### src/rtl/byte_alu_pkg.sv
package byte_alu_pkg;

    typedef enum logic [3:0] {
        OP_LOAD = 4'd0,
        OP_AND  = 4'd1,
        OP_OR   = 4'd2,
        OP_XOR  = 4'd3,
        OP_ADD  = 4'd4,
        OP_ADDC = 4'd5,
        OP_SUB  = 4'd6,
        OP_SUBC = 4'd7,
        OP_TEST = 4'd8,
        OP_CMP  = 4'd9,
        OP_SHL  = 4'd10,
        OP_SHR  = 4'd11,
        OP_ROL  = 4'd12,
        OP_ROR  = 4'd13,
        OP_RSV0 = 4'd14,
        OP_RSV1 = 4'd15
    } alu_op_e;

    typedef enum logic [1:0] {
        LG_AND = 2'd0,
        LG_OR  = 2'd1,
        LG_XOR = 2'd2
    } logic_fn_e;

    typedef struct packed {
        logic zero;
        logic carry;
    } flag_t;

endpackage

### src/rtl/byte_alu_logic.sv
module byte_alu_logic
    import byte_alu_pkg::*;
#(
    parameter int W = 8
) (
    input  logic [W-1:0] a,
    input  logic [W-1:0] b,
    input  logic_fn_e    fn,
    output logic [W-1:0] res,
    output logic         and_parity
);

    logic [W-1:0] and_v;

    // per-bit structure: each lane is an independent gate trio
    for (genvar i = 0; i < W; i++) begin : g_lane
        always_comb begin
            and_v[i] = a[i] & b[i];
            unique case (fn)
                LG_OR:   res[i] = a[i] | b[i];
                LG_XOR:  res[i] = a[i] ^ b[i];
                default: res[i] = and_v[i];
            endcase
        end
    end

    assign and_parity = ^and_v;

endmodule

### src/rtl/byte_alu_arith.sv
module byte_alu_arith #(
    parameter int W = 8
) (
    input  logic [W-1:0] a,
    input  logic [W-1:0] b,
    input  logic         do_sub,
    input  logic         use_cin,
    input  logic         cin,
    output logic [W-1:0] res,
    output logic         cout
);

    localparam int XW = W + 1;

    logic [XW-1:0] ext_a;
    logic [XW-1:0] ext_b;
    logic [XW-1:0] ext_c;
    logic [XW-1:0] sum_w;
    logic [XW-1:0] dif_w;

    always_comb begin
        ext_a = {1'b0, a};
        ext_b = {1'b0, b};
        ext_c = {{W{1'b0}}, use_cin & cin};
        sum_w = ext_a + ext_b + ext_c;
        dif_w = ext_a - ext_b - ext_c;
        res   = do_sub ? dif_w[W-1:0] : sum_w[W-1:0];
        cout  = do_sub ? dif_w[W]     : sum_w[W];
    end

endmodule

### src/rtl/byte_alu_shift.sv
module byte_alu_shift #(
    parameter int W = 8
) (
    input  logic [W-1:0] a,
    input  logic         left,
    input  logic         rotate,
    input  logic [2:0]   fill_sel,
    input  logic         cin,
    output logic [W-1:0] res,
    output logic         cout
);

    logic end_bit;
    logic fill_b;

    always_comb begin
        end_bit = left ? a[0] : a[W-1];
        unique case (fill_sel)
            3'd1:    fill_b = 1'b1;
            3'd2:    fill_b = cin;
            3'd3:    fill_b = end_bit;
            default: fill_b = 1'b0;
        endcase
        if (rotate) begin
            fill_b = left ? a[W-1] : a[0];
        end
        if (left) begin
            res  = {a[W-2:0], fill_b};
            cout = a[W-1];
        end else begin
            res  = {fill_b, a[W-1:1]};
            cout = a[0];
        end
    end

endmodule

### src/rtl/byte_alu.sv
module byte_alu
    import byte_alu_pkg::*;
#(
    parameter int W = 8
) (
    input  logic         clk,
    input  logic         rst_n,
    input  logic         exec_en,
    input  logic [3:0]   op,
    input  logic [2:0]   shift_fill,
    input  logic [W-1:0] opnd_a,
    input  logic [W-1:0] opnd_b,
    output logic [W-1:0] result,
    output logic         result_we,
    output logic         zero_d,
    output logic         carry_d,
    output logic         zero_we,
    output logic         carry_we,
    output logic         zero_q,
    output logic         carry_q
);

    alu_op_e      op_s;
    logic_fn_e    lg_fn;
    logic [W-1:0] lg_res;
    logic         lg_par;
    logic         ar_sub;
    logic         ar_cin;
    logic [W-1:0] ar_res;
    logic         ar_cout;
    logic         sh_left;
    logic         sh_rot;
    logic [W-1:0] sh_res;
    logic         sh_cout;
    logic         wr_raw;
    logic         fl_raw;
    flag_t        flg_d;
    flag_t        flg_q;

    assign op_s = alu_op_e'(op);

    always_comb begin
        unique case (op_s)
            OP_OR:   lg_fn = LG_OR;
            OP_XOR:  lg_fn = LG_XOR;
            default: lg_fn = LG_AND;
        endcase
        ar_sub  = (op_s == OP_SUB) || (op_s == OP_SUBC) || (op_s == OP_CMP);
        ar_cin  = (op_s == OP_ADDC) || (op_s == OP_SUBC);
        sh_left = (op_s == OP_SHL) || (op_s == OP_ROL);
        sh_rot  = (op_s == OP_ROL) || (op_s == OP_ROR);
    end

    byte_alu_logic #(.W(W)) u_logic (
        .a          (opnd_a),
        .b          (opnd_b),
        .fn         (lg_fn),
        .res        (lg_res),
        .and_parity (lg_par)
    );

    byte_alu_arith #(.W(W)) u_arith (
        .a       (opnd_a),
        .b       (opnd_b),
        .do_sub  (ar_sub),
        .use_cin (ar_cin),
        .cin     (flg_q.carry),
        .res     (ar_res),
        .cout    (ar_cout)
    );

    byte_alu_shift #(.W(W)) u_shift (
        .a        (opnd_a),
        .left     (sh_left),
        .rotate   (sh_rot),
        .fill_sel (shift_fill),
        .cin      (flg_q.carry),
        .res      (sh_res),
        .cout     (sh_cout)
    );

    // result selection and flag candidates
    always_comb begin
        result  = '0;
        carry_d = 1'b0;
        wr_raw  = 1'b0;
        fl_raw  = 1'b0;
        unique case (op_s)
            OP_LOAD: begin
                result = opnd_b;
                wr_raw = 1'b1;
            end
            OP_AND, OP_OR, OP_XOR: begin
                result = lg_res;
                wr_raw = 1'b1;
                fl_raw = 1'b1;
            end
            OP_ADD, OP_ADDC, OP_SUB, OP_SUBC: begin
                result  = ar_res;
                carry_d = ar_cout;
                wr_raw  = 1'b1;
                fl_raw  = 1'b1;
            end
            OP_TEST: begin
                result  = lg_res;
                carry_d = lg_par;
                fl_raw  = 1'b1;
            end
            OP_CMP: begin
                result  = ar_res;
                carry_d = ar_cout;
                fl_raw  = 1'b1;
            end
            OP_SHL, OP_SHR, OP_ROL, OP_ROR: begin
                result  = sh_res;
                carry_d = sh_cout;
                wr_raw  = 1'b1;
                fl_raw  = 1'b1;
            end
            default: begin
                result = '0;
            end
        endcase
        zero_d    = (result == '0);
        result_we = exec_en & wr_raw;
        zero_we   = exec_en & fl_raw;
        carry_we  = exec_en & fl_raw;
    end

    // flag next-state
    always_comb begin
        flg_d = flg_q;
        if (zero_we) begin
            flg_d.zero = zero_d;
        end
        if (carry_we) begin
            flg_d.carry = carry_d;
        end
    end

    always_ff @(posedge clk) begin
        if (!rst_n) begin
            flg_q <= '0;
        end else begin
            flg_q <= flg_d;
        end
    end

    assign zero_q  = flg_q.zero;
    assign carry_q = flg_q.carry;


    flag_hold_chk: assert property (@(posedge clk) disable iff (!rst_n)
        !zero_we && !carry_we |=> (zero_q == $past(zero_q)) && (carry_q == $past(carry_q)));


    flag_take_chk: assert property (@(posedge clk) disable iff (!rst_n)
        zero_we && carry_we |=> (zero_q == $past(zero_d)) && (carry_q == $past(carry_d)));


    test_cmp_nowr_chk: assert property (@(posedge clk) disable iff (!rst_n)
        exec_en && (op_s == OP_TEST || op_s == OP_CMP) |-> !result_we && zero_we && carry_we);


    logic_carry_clr_chk: assert property (@(posedge clk) disable iff (!rst_n)
        carry_we && (op_s == OP_AND || op_s == OP_OR || op_s == OP_XOR) |-> !carry_d);


    add_no_wrap_chk: assert property (@(posedge clk) disable iff (!rst_n)
        carry_we && op_s == OP_ADD && !carry_d |-> result >= opnd_a);


    undef_quiet_chk: assert property (@(posedge clk) disable iff (!rst_n)
        (op_s == OP_RSV0 || op_s == OP_RSV1) |-> !result_we && !zero_we && !carry_we);


    load_keeps_flags_chk: assert property (@(posedge clk) disable iff (!rst_n)
        op_s == OP_LOAD |-> !zero_we && !carry_we);

endmodule

### config.mk
export PLATFORM = sky130hd
export DESIGN_NAME = byte_alu
export DESIGN_NICKNAME = d
export VERILOG_FILES = /design/src/rtl/byte_alu_pkg.sv /design/src/rtl/byte_alu_logic.sv /design/src/rtl/byte_alu_arith.sv /design/src/rtl/byte_alu_shift.sv /design/src/rtl/byte_alu.sv
export SDC_FILE = /design/constraint.sdc
export NUM_CORES = 1
export LEC_CHECK = 0
export CORE_UTILIZATION = 23
export DETAILED_ROUTE_END_ITERATION = 16
export GPL_TIMING_DRIVEN = 1
export PLACE_DENSITY_LB_ADDON = 0.2
export SLEW_MARGIN = 5
export SYNTH_ARGS = -nofsm -noshare
export SYNTH_HDL_FRONTEND = slang
export SYNTH_SLANG_ARGS = --single-unit
### constraint.sdc
create_clock -name clk -period 6.9 [get_ports clk]
set_input_delay 1.725 -clock clk [delete_from_list [all_inputs] [get_ports clk]]
set_output_delay 1.725 -clock clk [all_outputs]
set_load 0.01 [all_outputs]
=== Word-level counts from Yosys, hierarchy flattened ===
Index checks and enable logic that the tools add are counted.

* Input bits: 26
* Register bits: 2
* Output and inout port bits: 15
* Logic and storage cells: 84

* Bitwise logic cells: 27
* $add $sub $neg: 4
* Equal/unequal tests: 18
* Reductions and logical operators: 13
* Multiplexer cells: 20

{| class="wikitable"
|+ Operators by type and width
! cell !! count
|-
| 8-bit case mux with 4 select lines || 1
|-
| 4-bit equality test (second input constant) || 6
|-
| 4-bit by 3-bit equality test with 1-bit output (second input constant) || 4
|-
| 8-bit two-way mux || 2
|-
| 1-bit case mux with 2 select lines || 8
|-
| 13-bit OR reduction || 1
|-
| 12-bit OR reduction || 1
|-
| 1-bit bitwise AND || 11
|-
| 8-bit by 8-bit adder with 9-bit output || 1
|-
| 9-bit by 1-bit adder with 9-bit output || 1
|-
| 8-bit by 8-bit subtractor with 9-bit output || 1
|-
| 9-bit by 1-bit subtractor with 9-bit output || 1
|-
| 4-bit by 2-bit equality test with 1-bit output (second input constant) || 2
|-
| 8-bit logical NOT || 1
|-
| 1-bit bitwise OR || 8
|-
| 4-bit OR reduction || 2
|-
| 8-bit parity || 1
|-
| 1-bit bitwise XOR || 8
|-
| 3-bit by 2-bit equality test with 1-bit output (second input constant) || 2
|-
| 1-bit two-way mux || 6
|-
| 1-bit case mux with 3 select lines || 2
|-
| 1-bit logical OR || 5
|-
| 5-bit OR reduction || 1
|-
| 4-bit by 1-bit equality test with 1-bit output (second input constant) || 1
|-
| 5 further kinds || 5
|}

=== Depth between registers and ports, before layout ===
* Depth after elaboration: 8
* Gate-level depth with buffers: 14
* Depth with buffers taken out: 14

=== Modules after synthesis ===
From an unflattened synthesis, not the netlist that was laid out.

* Cells, all modules: 337
* Area total of the unflattened synthesis: 2432.3 µm²

{| class="wikitable"
|+ Modules (own cells, without submodules)
! module !! area each (µm²) !! times used !! cells each !! sequential area each (µm²)
|-
| byte_alu_arith || 957.2 || 1 || 122 || 0.0
|-
| byte_alu || 788.3 || 1 || 119 || 40.0
|-
| byte_alu_logic || 529.3 || 1 || 78 || 0.0
|-
| byte_alu_shift || 157.7 || 1 || 18 || 0.0
|}

=== Least setup slack after synthesis ===
Ideal clock, no wire load.

* Path kind: input to output
* Start point: input op[0]
* End point: output zero_d
* Cell stages on the path: 14
* Data arrival time: 4.904 ns
* Buffers on the path: 2
* Data required time: 5.175 ns
* Setup slack: 0.271 ns
* Cell sequence: buf_6 > buf_2 > nand3_1 > inv_1 > fa_1 > inv_1 > ha_1 > o21a_1 > or4_1 > nand3_1 > o311ai_0 > or4_1 > or4_4 > nor2_1

* Elaborated cells between the ends (all ways): 44
* Classes of those cells: 2 x add/sub; 15 x eq/ne; 16 x mux; 1 x bitwise; 10 x reduce/logical

{| class="wikitable"
|+ RTL lines
! item !! RTL line !! source
|-
| start: declaration || byte_alu.sv:9 || <nowiki>input logic [3:0] op,</nowiki>
|-
| 4-bit by 3-bit equality test with 1-bit output (on tied branches) || byte_alu.sv:49, byte_alu.sv:88, byte_alu.sv:48 ||
|-
| 1-bit logical OR || byte_alu.sv:49 || <nowiki>ar_cin = (op_s == OP_ADDC) || (op_s == OP_SUBC);</nowiki>
|-
| 1-bit bitwise AND || byte_alu_arith.sv:24 || <nowiki>ext_c = {{W{1'b0}}, use_cin & cin};</nowiki>
|-
| 9-bit by 1-bit adder with 9-bit output / 9-bit by 1-bit subtractor with 9-bit output (equally long branches) || byte_alu_arith.sv:25, byte_alu_arith.sv:26 ||
|-
| 8-bit two-way mux || byte_alu_arith.sv:27 || <nowiki>res = do_sub ? dif_w[W-1:0] : sum_w[W-1:0];</nowiki>
|-
| 8-bit case mux with 4 select lines * || byte_alu.sv:88 || <nowiki>unique case (op_s)</nowiki>
|-
| net result[3] || byte_alu.sv:13 || <nowiki>output logic [W-1:0] result,</nowiki>
|-
| 8-bit logical NOT * || byte_alu.sv:124 || <nowiki>zero_d = (result == '0);</nowiki>
|-
| end: declaration || byte_alu.sv:15 || <nowiki>output logic zero_d,</nowiki>
|}

The timed path passes the listed nets; every way through them passes the cells marked *.

=== Worst setup path in the final report ===
* Start point: input op[2]
* End point: output zero_d

* Cells in the longest elaborated chain, start to end: 8
* Elaborated cells between the ends (all ways): 44
* Classes of those cells: 2 x add/sub; 15 x eq/ne; 16 x mux; 1 x bitwise; 10 x reduce/logical

{| class="wikitable"
|+ Ends and longest elaborated chain
! item !! RTL line
|-
| parallel branches: the longest is 6 deep, another holds 9-bit by 1-bit adder with 9-bit output || --
|-
| 8-bit case mux with 4 select lines * || byte_alu.sv:88
|-
| 8-bit logical NOT * || byte_alu.sv:124
|}

Every way passes the cells marked *.

==> metrics <==
run status=complete, no violations; first-pass GRT wire length=10.9 mm; maximum ir drop on the vdd rail=0.0000442 V; CP max stage cell=or4_4; Clock Tree Buf Depth=2; drc violations=0; TritonCTS buffer count=3; nets=422; Pwr Total=0.312 mW; crit path kind=input port to output port; maxcap violations=0; port bufs=40; CP arrival=5.06 ns; Layout area overhead=54.4%; Yosys cell types=60; DIE HEIGHT=93.0 µm; sw power=0.130 mW; Synth Register Bits=2; Power Internal=0.183 mW; Hold Fails Final Rpt=0; worst stage delay on the critical path=0.56 ns; IO Pins=41; grt total ovfl=0; Starting Density=24.3%; largest net degree at the start of global routing=18; root buf cell=clkbuf_8; routed wire length=6.62 mm; Clock power frac=15.4%; Setup crit end=zero_d; Synth Net Count=322; worst reg2reg path depth=13; most frequent cells in the layout=buf_4, clkdlybuf4s50_1, ha_1; DR vias/cell=4.88; shortest period the worst path allows=6.79 ns; Pwr Density=106 nW/µm²; diodes inserted=0; die area=8650 µm²; P_leak=1.33 nW; CP Capture Type=output port; hold buffers post-CTS=0; sequential fraction of the synthesis area=2.10%; Setup Skew=0.00336 ns; CP startpoint kind=input port; dpl hpwl=5.52 mm; drt first-iter violations=140; Final Cycle Share=98.4%; Sw Ratio=41.5%; Worst Tran Pin Value=0.616 ns; biggest area consumer among synthesized cells=ha_1; top cell type's share of synthesized area=21.7%; Mean Syn Cell Area=7.35 µm²; mean routed wirelength per cell=14.4 µm; drt pass-1 iters=4; Hold Slack=0.484 ns; worst flop-to-flop path endpoint=zero_q$_SDFFE_PN0P_; Required @ worst endpoint=5.18 ns; CTS sink cnt=2; Comb pwr share=80.4%; DR vias=2239; cell row count=32; asr flop ratio synth=0%; worst r2r src=carry_q$_SDFFE_PN0P_; CP max FO=3; Slew Viols, Final=0; CTS tree=yes; HP Class=flop to flop; f_max=147 MHz; vias in the first global route=2297; post-detailed-route count of antenna-violating nets=0; Tot GR Track Use=15.8%; CTS H-tree lvls=1; total core area=7850 µm²; final setup TNS=0 ns; Die X=93.0 µm; number of flops mapped to enable cells by yosys=0; r2r setup slk=3.34 ns; Setup Viol. Count Final=0; Seq pwr share=4.2%; slew margin rel.=58.6%; Crit. Startpoint=op[2]; gpl congestion=0.891; Ys Warns=0; initial antenna violation count=0; share of cells above drive strength 1=26.3%; Post-Syn Instances=259; crit path cell chain=dlygate4sd2_1 > inv_2 > nor2_4 > nand3_2 > inv_2 > fa_2 > inv_1 > ha_1 > o21a_1 > or4_1 > nand3_1 > o311ai_2 > or4_1 > or4_4 > nor2_1 > buf_2; latest clock arrival within the worst-skew pair=0.22 ns; most common cell after layout, fill and taps aside=buf_4; largest cells by area after synthesis=ha_1, xnor2_1, inv_1; RSZ-0062 raised after global routing=false; dominant synthesized flop cell=dfxtp_1; clock-pin slew on the worst setup and hold paths=0.03 ns; netlist area before placement=1900 µm²
[worst min-delay path by stage]
stage	startpoint	endpoint	slack (ns)	depth (start not counted)
6_report	zero_q$_SDFFE_PN0P_	zero_q$_SDFFE_PN0P_	0.48	2
5_1_grt	zero_q$_SDFFE_PN0P_	zero_q$_SDFFE_PN0P_	0.51	2
4_1_cts	zero_q$_SDFFE_PN0P_	zero_q$_SDFFE_PN0P_	0.49	2
3_5_place_dp	zero_q$_SDFFE_PN0P_	zero_q$_SDFFE_PN0P_	0.49	2
3_3_place_gp	zero_q$_SDFFE_PN0P_	zero_q$_SDFFE_PN0P_	0.47	2
2_1_floorplan	zero_q$_SDFFE_PN0P_	zero_q$_SDFFE_PN0P_	0.51	2
[sequential cells by signal, indices dropped and copies added (netlist names)]
name     cells
zero_q       1
carry_q      1
[synthesized netlist by cell type, types with 2 or more instances]
master    count
xnor2_1      15
nor2b_1       3
nand3_1      10
buf_4         3
a221oi_1      2
or3_1         2
a221o_1       3
o21a_1        2
nand3b_1      3
or2_2         2
a21oi_1      10
nor3b_1       2
a222oi_1      3
nand2b_1      7
and2_1        2
o211ai_1      4
inv_1        32
nor3_1        3
a22oi_1       4
mux2i_1       6
nor2_1       24
nand2_1      16
buf_6         3
o221ai_1      2
o21ai_0      11
fa_1          4
xor2_1        4
or4_1         3
dfxtp_1       2
a31oi_1       6
buf_2         3
ha_1         33
clkbuf_1      3
[repair_timing]
action,in CTS,in global routing
resized for setup,22,3
pin swaps,4,1
endpoints found under the setup margin,3,3
cloned,0,0
buffers inserted,2,0
[power groups by stage]
stage          clock network, mW  logic (mW)  registers, mW
3_3_place_gp                   0       0.245         0.0132
4_1_cts                   0.0496       0.252         0.0131
6_report                  0.0482       0.251         0.0131
5_1_grt                   0.0512       0.274         0.0132
3_5_place_dp                   0       0.244         0.0132
2_1_floorplan                  0       0.127         0.0133
[kinds of logic (layout without fill, tap and decap cells)]
group           Yosys count  after routing  synth area share [%]
mux                       6              6                  3.15
fa+ha+maj                37             37                  25.9
buf+inv                  45            143                  10.8
simple gates             83             83                  22.7
flops                     2              2                  2.10
compound gates           66             66                  25.7
xor+xnor                 20             20                  9.59
[final cells by class]
cell class                 count  area (µm²)
clock buffer                   3        41.3
fill                         811        4910
inverter                      33         124
multi-input combinational    212        1710
sequential                     2        40.0
tap                          102         128
timing repair buffer         107         896
[per-stage QoR]
stage	utilization, %	cells	area, µm²	setup WS (ns)
global route	37.5	459	2940	0.0255
floorplan	-	259	1900	0.271
finish	37.5	459	2940	0.111
global placement	36.2	454	2840	-0.530
CTS	37.4	459	2930	0.000790
detailed placement	36.2	454	2840	-0.571
[routing by layer]
metal | track usage, % | part of all wire (%)
met3 | 0.813 | 5.0
met1 | 20.0 | 45
met2 | 29.5 | 50
met4 | 3.33 | 0.60
met5 | 0 | 0
[critical path: cells and delay by family]
family	cells	cell delay, ns
AND/OR/NAND/NOR	7	1.74
AO/OA/AOI/OAI	2	0.32
buffers and inverters	5	0.56
adder cells (fa/ha/maj)	2	0.71
Note: power is estimated with default switching activity, not from simulation.
